<file path="src/rtl/psram_pkg.sv">
// Shared types for the pipelined SRAM data path.
// Assumes: one command per cycle; the command kind is all that downstream
// stages need to know about a captured cycle.
package psram_pkg;

    // Kind of cycle held in the input register stage
    typedef enum logic [1:0] {
        CMD_IDLE  = 2'd0,
        CMD_READ  = 2'd1,
        CMD_WRITE = 2'd2
    } cmd_e;

endpackage

</file>
<file path="src/rtl/psram_in_stage.sv">
// Input register stage: captures the command, address, lane mask, write
// data and deselect mode on each rising edge.
// Assumes: controls are active low; sleep or a high chip select turns the
// cycle into an idle command so nothing downstream acts on it.
module psram_in_stage
    import psram_pkg::*;
#(
    parameter int ADDR_W = 6,
    parameter int BYTE_W = 9,
    parameter int NBYTES = 4
) (
    input  logic                       clk,
    input  logic                       rst_n,
    input  logic                       cs_n,
    input  logic [ADDR_W-1:0]          addr,
    input  logic                       gw_n,
    input  logic                       bwe_n,
    input  logic [NBYTES-1:0]          bsel_n,
    input  logic [BYTE_W*NBYTES-1:0]   din,
    input  logic                       single_dsel,
    input  logic                       sleep,
    output cmd_e                       s1_cmd,
    output logic [ADDR_W-1:0]          s1_addr,
    output logic [NBYTES-1:0]          s1_mask,
    output logic [BYTE_W*NBYTES-1:0]   s1_din,
    output logic                       s1_single
);

    localparam int WORD_W = BYTE_W * NBYTES;

    logic [NBYTES-1:0] lane_sel;
    logic              is_write;

    // Per-lane write select: global write forces every lane on
    for (genvar g = 0; g < NBYTES; g++) begin : g_lane_sel
        assign lane_sel[g] = !gw_n || (!bwe_n && !bsel_n[g]);
    end

    // A cycle is a write when either write control is asserted
    assign is_write = !gw_n || !bwe_n;

    // Capture the command kind, lane mask and mode, cleared by reset
    always_ff @(posedge clk) begin
        if (!rst_n) begin
            s1_cmd    <= CMD_IDLE;
            s1_mask   <= '0;
            s1_single <= 1'b1;
        end else begin
            s1_single <= single_dsel;
            if (cs_n || sleep) begin
                s1_cmd  <= CMD_IDLE;
                s1_mask <= '0;
            end else if (is_write) begin
                s1_cmd  <= CMD_WRITE;
                s1_mask <= lane_sel;
            end else begin
                s1_cmd  <= CMD_READ;
                s1_mask <= '0;
            end
        end
    end

    // Capture address and write data; no reset needed on the data path
    always_ff @(posedge clk) begin
        s1_addr <= addr;
        s1_din  <= din[WORD_W-1:0];
    end

    // Sleep at a capture edge must produce an idle command
    AST_SLEEP_DROPS_CMD: assert property (@(posedge clk) disable iff (!rst_n)
        sleep |=> (s1_cmd == CMD_IDLE));

    // A deselected cycle can never become a write
    AST_DESELECT_NO_WRITE: assert property (@(posedge clk) disable iff (!rst_n)
        cs_n |=> (s1_cmd != CMD_WRITE));

endmodule

</file>
<file path="src/rtl/psram_array.sv">
// Storage array split into independent lanes, one per byte, so a
// masked write touches only its selected lanes.
// Assumes: write is applied at the edge after the command is captured;
// read is combinational from the captured address.
module psram_array #(
    parameter int ADDR_W = 6,
    parameter int BYTE_W = 9,
    parameter int NBYTES = 4
) (
    input  logic                       clk,
    input  logic                       wr_en,
    input  logic [NBYTES-1:0]          wr_mask,
    input  logic [ADDR_W-1:0]          addr,
    input  logic [BYTE_W*NBYTES-1:0]   wdata,
    output logic [BYTE_W*NBYTES-1:0]   rdata
);

    localparam int DEPTH = 1 << ADDR_W;

    for (genvar g = 0; g < NBYTES; g++) begin : g_lane
        logic [BYTE_W-1:0] mem [DEPTH];

        // Update this lane when the write selects it
        always_ff @(posedge clk) begin
            if (wr_en && wr_mask[g]) begin
                mem[addr] <= wdata[g*BYTE_W +: BYTE_W];
            end
        end

        // Lane read port driven from the captured address
        assign rdata[g*BYTE_W +: BYTE_W] = mem[addr];
    end

endmodule

</file>
<file path="src/rtl/psram_out_stage.sv">
// Output register stage and bus drive control. Holds the read word and a
// valid flag; in dual-cycle mode a deselect adds one extra hold cycle.
// Assumes: output enable and sleep are combinational overrides on drive.
module psram_out_stage
    import psram_pkg::*;
#(
    parameter int WORD_W = 36
) (
    input  logic              clk,
    input  logic              rst_n,
    input  cmd_e              s1_cmd,
    input  logic              s1_single,
    input  logic [WORD_W-1:0] rd_data,
    input  logic              oe_n,
    input  logic              sleep,
    output logic [WORD_W-1:0] dq_out,
    output logic              dq_en
);

    logic              out_valid;
    logic              hold_ext;
    logic [WORD_W-1:0] out_data;

    // Track read validity and the dual-cycle extension flag
    always_ff @(posedge clk) begin
        if (!rst_n) begin
            out_valid <= 1'b0;
            hold_ext  <= 1'b0;
        end else begin
            out_valid <= (s1_cmd == CMD_READ);
            hold_ext  <= !s1_single && (s1_cmd == CMD_IDLE) && out_valid;
        end
    end

    // Load the output word only on reads so a held word stays put
    always_ff @(posedge clk) begin
        if (s1_cmd == CMD_READ) begin
            out_data <= rd_data;
        end
    end

    assign dq_out = out_data;
    assign dq_en  = (out_valid || hold_ext) && !oe_n && !sleep;

    // Reset leaves nothing to drive on the following cycle
    AST_RESET_QUIET: assert property (@(posedge clk)
        !rst_n |=> (!out_valid && !hold_ext));

    // Every captured read reaches the output register one edge later
    AST_READ_REACHES_OUT: assert property (@(posedge clk) disable iff (!rst_n)
        (s1_cmd == CMD_READ) |=> out_valid);

    // A captured write never leaves the bus driven afterwards
    AST_WRITE_RELEASES_BUS: assert property (@(posedge clk) disable iff (!rst_n)
        (s1_cmd == CMD_WRITE) |=> (!out_valid && !hold_ext));

    // Single-cycle mode never extends the drive after a deselect
    AST_SCD_NO_HOLD: assert property (@(posedge clk) disable iff (!rst_n)
        (s1_single && s1_cmd == CMD_IDLE) |=> !hold_ext);

    // The extended cycle repeats the previous word unchanged
    AST_DCD_HOLD_STABLE: assert property (@(posedge clk) disable iff (!rst_n)
        hold_ext |-> $stable(out_data));

endmodule

</file>
<file path="src/rtl/syncburst_sram.sv">
// Top of the pipelined synchronous SRAM data path: input register stage,
// lane-split array and output stage with selectable deselect timing.
// Assumes: the word address comes from an external burst generator; the
// bus is shown as data plus a drive enable.
module syncburst_sram
    import psram_pkg::*;
#(
    parameter int ADDR_W = 6,
    parameter int BYTE_W = 9,
    parameter int NBYTES = 4
) (
    input  logic                     clk,
    input  logic                     rst_n,
    input  logic                     cs_n,
    input  logic [ADDR_W-1:0]        addr,
    input  logic                     gw_n,
    input  logic                     bwe_n,
    input  logic [NBYTES-1:0]        bsel_n,
    input  logic [BYTE_W*NBYTES-1:0] din,
    input  logic                     single_dsel,
    input  logic                     oe_n,
    input  logic                     sleep,
    output logic [BYTE_W*NBYTES-1:0] dq_out,
    output logic                     dq_en
);

    localparam int WORD_W = BYTE_W * NBYTES;

    cmd_e              s1_cmd;
    logic [ADDR_W-1:0] s1_addr;
    logic [NBYTES-1:0] s1_mask;
    logic [WORD_W-1:0] s1_din;
    logic              s1_single;
    logic [WORD_W-1:0] rd_data;
    logic              wr_en;

    assign wr_en = (s1_cmd == CMD_WRITE);

    psram_in_stage #(
        .ADDR_W(ADDR_W), .BYTE_W(BYTE_W), .NBYTES(NBYTES)
    ) u_in (
        .clk(clk), .rst_n(rst_n), .cs_n(cs_n), .addr(addr),
        .gw_n(gw_n), .bwe_n(bwe_n), .bsel_n(bsel_n), .din(din),
        .single_dsel(single_dsel), .sleep(sleep),
        .s1_cmd(s1_cmd), .s1_addr(s1_addr), .s1_mask(s1_mask),
        .s1_din(s1_din), .s1_single(s1_single)
    );

    psram_array #(
        .ADDR_W(ADDR_W), .BYTE_W(BYTE_W), .NBYTES(NBYTES)
    ) u_array (
        .clk(clk), .wr_en(wr_en), .wr_mask(s1_mask), .addr(s1_addr),
        .wdata(s1_din), .rdata(rd_data)
    );

    psram_out_stage #(
        .WORD_W(WORD_W)
    ) u_out (
        .clk(clk), .rst_n(rst_n), .s1_cmd(s1_cmd), .s1_single(s1_single),
        .rd_data(rd_data), .oe_n(oe_n), .sleep(sleep),
        .dq_out(dq_out), .dq_en(dq_en)
    );

endmodule

</file>
<file path="config.mk">
export PLATFORM = sky130hd
export DESIGN_NAME = syncburst_sram
export DESIGN_NICKNAME = d
export VERILOG_FILES = /design/src/rtl/psram_pkg.sv /design/src/rtl/psram_in_stage.sv /design/src/rtl/psram_array.sv /design/src/rtl/psram_out_stage.sv /design/src/rtl/syncburst_sram.sv
export SDC_FILE = /design/constraint.sdc
export NUM_CORES = 2
export LEC_CHECK = 0
export BUFFER_PORTS_ARGS = -buffer_cell sky130_fd_sc_hd__buf_2
export CAP_MARGIN = 20
export CORE_AREA = 2 2 427 429
export DETAILED_ROUTE_END_ITERATION = 12
export DIE_AREA = 0 0 429 431
export PLACE_DENSITY = 0.68
export SETUP_SLACK_MARGIN = 0.15
export SYNTH_ARGS = -nofsm -noshare
export SYNTH_HDL_FRONTEND = slang
export SYNTH_SLANG_ARGS = --single-unit
</file>
<file path="constraint.sdc">
create_clock -name clk -period 2.55 [get_ports clk]
set_input_delay 0.255 -clock clk [delete_from_list [all_inputs] [get_ports clk]]
set_output_delay 0.255 -clock clk [all_outputs]
set_load 0.02 [all_outputs]
</file>
==> metrics <==
status=complete, but fails checks; violated checks=setup timing; final wirelength=about 320 mm; GP Congestion=1.014; die width=between 400 and 500 um; Final Hold Fails=0; layout cells sized above 1=between 30% and 40%; clock buffer depth=3; design area=0.1154 sq mm; final setup skew=70.95 ps; PnR worst setup slack=-357.6 ps; pwr/cell area=a little over 700 mW/mm^2; minimum clock period=roughly 2900 ps; CTS buffer count=225; crit path DAT=roughly 3500 ps; Clock transition at path regs=approximately 60 ps; Root Driver=clkbuf_16; Rows=between 150 and 200; global-route wire length before repair=432.5 mm; Tot GR Track Use=33.06%; slew margin rel.=between 40% and 50%; Post-Route Utilization=approximately 64%; Worst setup SP type=register; synthesized cell area=~0.09 sq mm; hpwl dp=between 150 and 200 mm; Nets=6343; H-tree Lvls=4; Synth Flop Type=edfxtp_1; crit path max-delay cell type=or3_4; Top delay family on crit path=simple AND/OR/NAND/NOR gates; cell count after synthesis=5182; Cell Count, Final, Fillers Out=~8900; Final Max Slew Viols=0; initial antenna violation count=23; Fin Setup TNS=-7302 ps; area post-placement=0.1016 sq mm; drt first pass iters=7; WP depth=10; WP data required=about 3200 ps; CTS tree=built; # setup viols final=36; Post-Synth Simple-Gate Area=3.855%; I/O Pins=91; DRC=0; Worst-Skew Late Latency=a little over 900 ps; Vias=61130; worst vdd ir=about 760 uV; pre-CTS setup slack=-704.0 ps; synth warn=0; Hold WC Path Type=in -> reg; area growth from synthesis to layout=28.57%; complex-gate fraction of the synthesized area=between 10% and 20%; Post-synth EDFFs=2340; mux cell area share after synthesis=under 10%; largest family of logic cells by synthesized area=compound AO/OA/AOI/OAI gates; CP startpoint=u_in.s1_addr[0]; Post-Synth Adder-Cell Area=0%; Avg Cell Area, Syn=17.31 sq um; Unique masters post-synth=between 50 and 60; RSZ-0062 raised after global routing=yes; CP Capture Type=register; vias in the first global route=57580; Initial DRC Count=11240; total gr overflow=0; Via density=about 6.9; Max Cap Viol=0; Fillers=11830; worst-path maximum fanout=20; crit path buf inv count=4; Final ANT Viol Nets=0; P_leak=roughly 38 nW; post-synthesis sequential area ratio=around 79%; Worst Hold Depth=2; R2R cell count=10; post-synthesis net count=between 5000 and 6000; die height=roughly 430 um; clock tree sinks=between 2000 and 2500; mean routed wirelength per cell=about 36 um; dpl cells=8207; WS Path Type=reg -> reg; synthesis-stage register bit count=around 2400; pin count of the biggest net entering global routing=65; HP Start=din[23]; CP Cell Sequence=buf_8 > and2_4 > buf_12 > buf_16 > a22oi_2 > o32ai_2 > nor3_1 > buf_4 > nand4_1 > or3_4; r2r startpoint=u_in.s1_addr[0]; die footprint=~0.18 sq mm; Core ar.=0.1802 sq mm; fmax=343.9 MHz; Synth Area in XOR/XNOR=0%; CP peak stage delay=~520 ps; ys async rst share=0%; Final Cycle Share=114.0%; Worst-Margin Slew=just under 900 ps; Initial Util=around 50%; IO Port Bufs=90
## cells in the mapped netlist (all sizes together) (24+ instances only)
| library cell | n | area [sq um] |
|---|---|---|
| buf | 207 | 1038 |
| mux4 | 66 | 1486 |
| nor2 | 528 | 1984 |
| a22oi | 319 | 2395 |
| o22ai | 93 | 581.8 |
| dfxtp | 51 | 1021 |
| o221ai | 38 | 332.8 |
| clkbuf | 208 | 780.8 |
| nand2 | 112 | 420.4 |
| nor3 | 72 | 360.4 |
| o21ai | 173 | 865.8 |
| edfxtp | 2340 | 70270 |
| mux2i | 62 | 620.6 |
| a221oi | 630 | 5524 |
| a21oi | 47 | 235.2 |
| nand4 | 24 | 150.1 |
| or3 | 24 | 150.1 |
## registers in the layout, summed over array words and instances (netlist names)
| signal | cells |
|---|---|
| u_array.g_lane.mem | 2304 |
| u_in.s1_addr | 6 |
| u_in.s1_cmd | 2 |
| u_in.s1_din | 36 |
| u_in.s1_mask | 4 |
| u_in.s1_single | 1 |
| u_out.dq_out | 36 |
| u_out.hold_ext | 1 |
| u_out.out_valid | 1 |
## kinds of logic after synthesis
| group | Yosys count |
|---|---|
| flops | 2391 |
| compound gates | 1409 |
| simple gates | 820 |
| buf+inv | 420 |
| mux | 142 |
## area by class of cell
| cell class | count | area [sq um] | share of cell area (%) |
|---|---|---|---|
| timing repair buffer | 1295 | 13830 | 11.99 |
| clock buffer | 273 | 5902 | 5.116 |
| tap | 2370 | 2965 | 2.571 |
| clock inverter | 149 | 1536 | 1.332 |
| antenna | 13 | 32.53 | 0.02820 |
| multi-input combinational | 2371 | 19700 | 17.08 |
| inverter | 5 | 37.54 | 0.03254 |
| sequential | 2391 | 71350 | 61.86 |
## per-stage QoR
step | power, mW | hold slack [ps]
floorplan | 46.27 | 282.7
global placement | 48.78 | 356.6
detailed placement | 48.85 | 358.5
CTS | 82.47 | 2.097
global route | 84.70 | 30.66
finish | 83.17 | 28.13
## worst reg2reg max path: cells and delay by family, from the launching register on
family	cells	cell delay (ps)
buf+inv	4	650
simple gates	4	1270
flops	1	360
compound gates	2	340
## power by group
group	switching (mW)	internal (mW)	leakage (nW)	total, mW
Sequential	0.199	43.2	21.5	43.4
Combinational	3.65	2.37	12.7	6.01
Clock	15.0	18.8	3.61	33.8
Total	18.9	64.3	37.7	83.2
## path summary, 6_finish.rpt
| kind | slack, ps | to |
|---|---|---|
| hold reg to reg | 530 | u_out.hold_ext |
| setup reg to reg | -360 | u_out.dq_out[16] |
| setup / recovery | -360 | u_out.dq_out[16] |
| hold / removal | 30 | u_in.s1_din[23] |
## metal layers
| layer | GRT usage [%] | part of all wire, % | vias to the layer above |
|---|---|---|---|
| met5 | 0.4163 | 0.056 | - |
| met4 | 19.23 | 7.2 | 14 |
| met3 | 8.845 | 14 | 1098 |
| met2 | 49.76 | 44 | 5634 |
| met1 | 43.60 | 34 | 30520 |
| li1 | - | - | 23860 |
## cells in the final DEF, fill, tap and decap left out, drive strengths merged, types with 22 or more instances in the layout
cell	n
o221ai	38
bufinv	22
buf	1198
clkbuf	286
o22ai	93
mux2i	62
nor3	72
or3	24
clkinv	110
nor2	528
nand2	112
dlygate4sd3	79
a22oi	319
a21oi	47
nand4	24
dfxtp	51
a221oi	630
edfxtp	2340
o21ai	173
mux4	66
## what timing repair did
action,CTS,global route
gates resized for setup,444,355
cloned,20,16
endpoints found under the setup margin,1583,673
hold endpoints to repair,51,0
buffers inserted,63,48
pin swaps,124,186
hold buffers,79,0
Note: power is estimated with default switching activity, not from simulation.
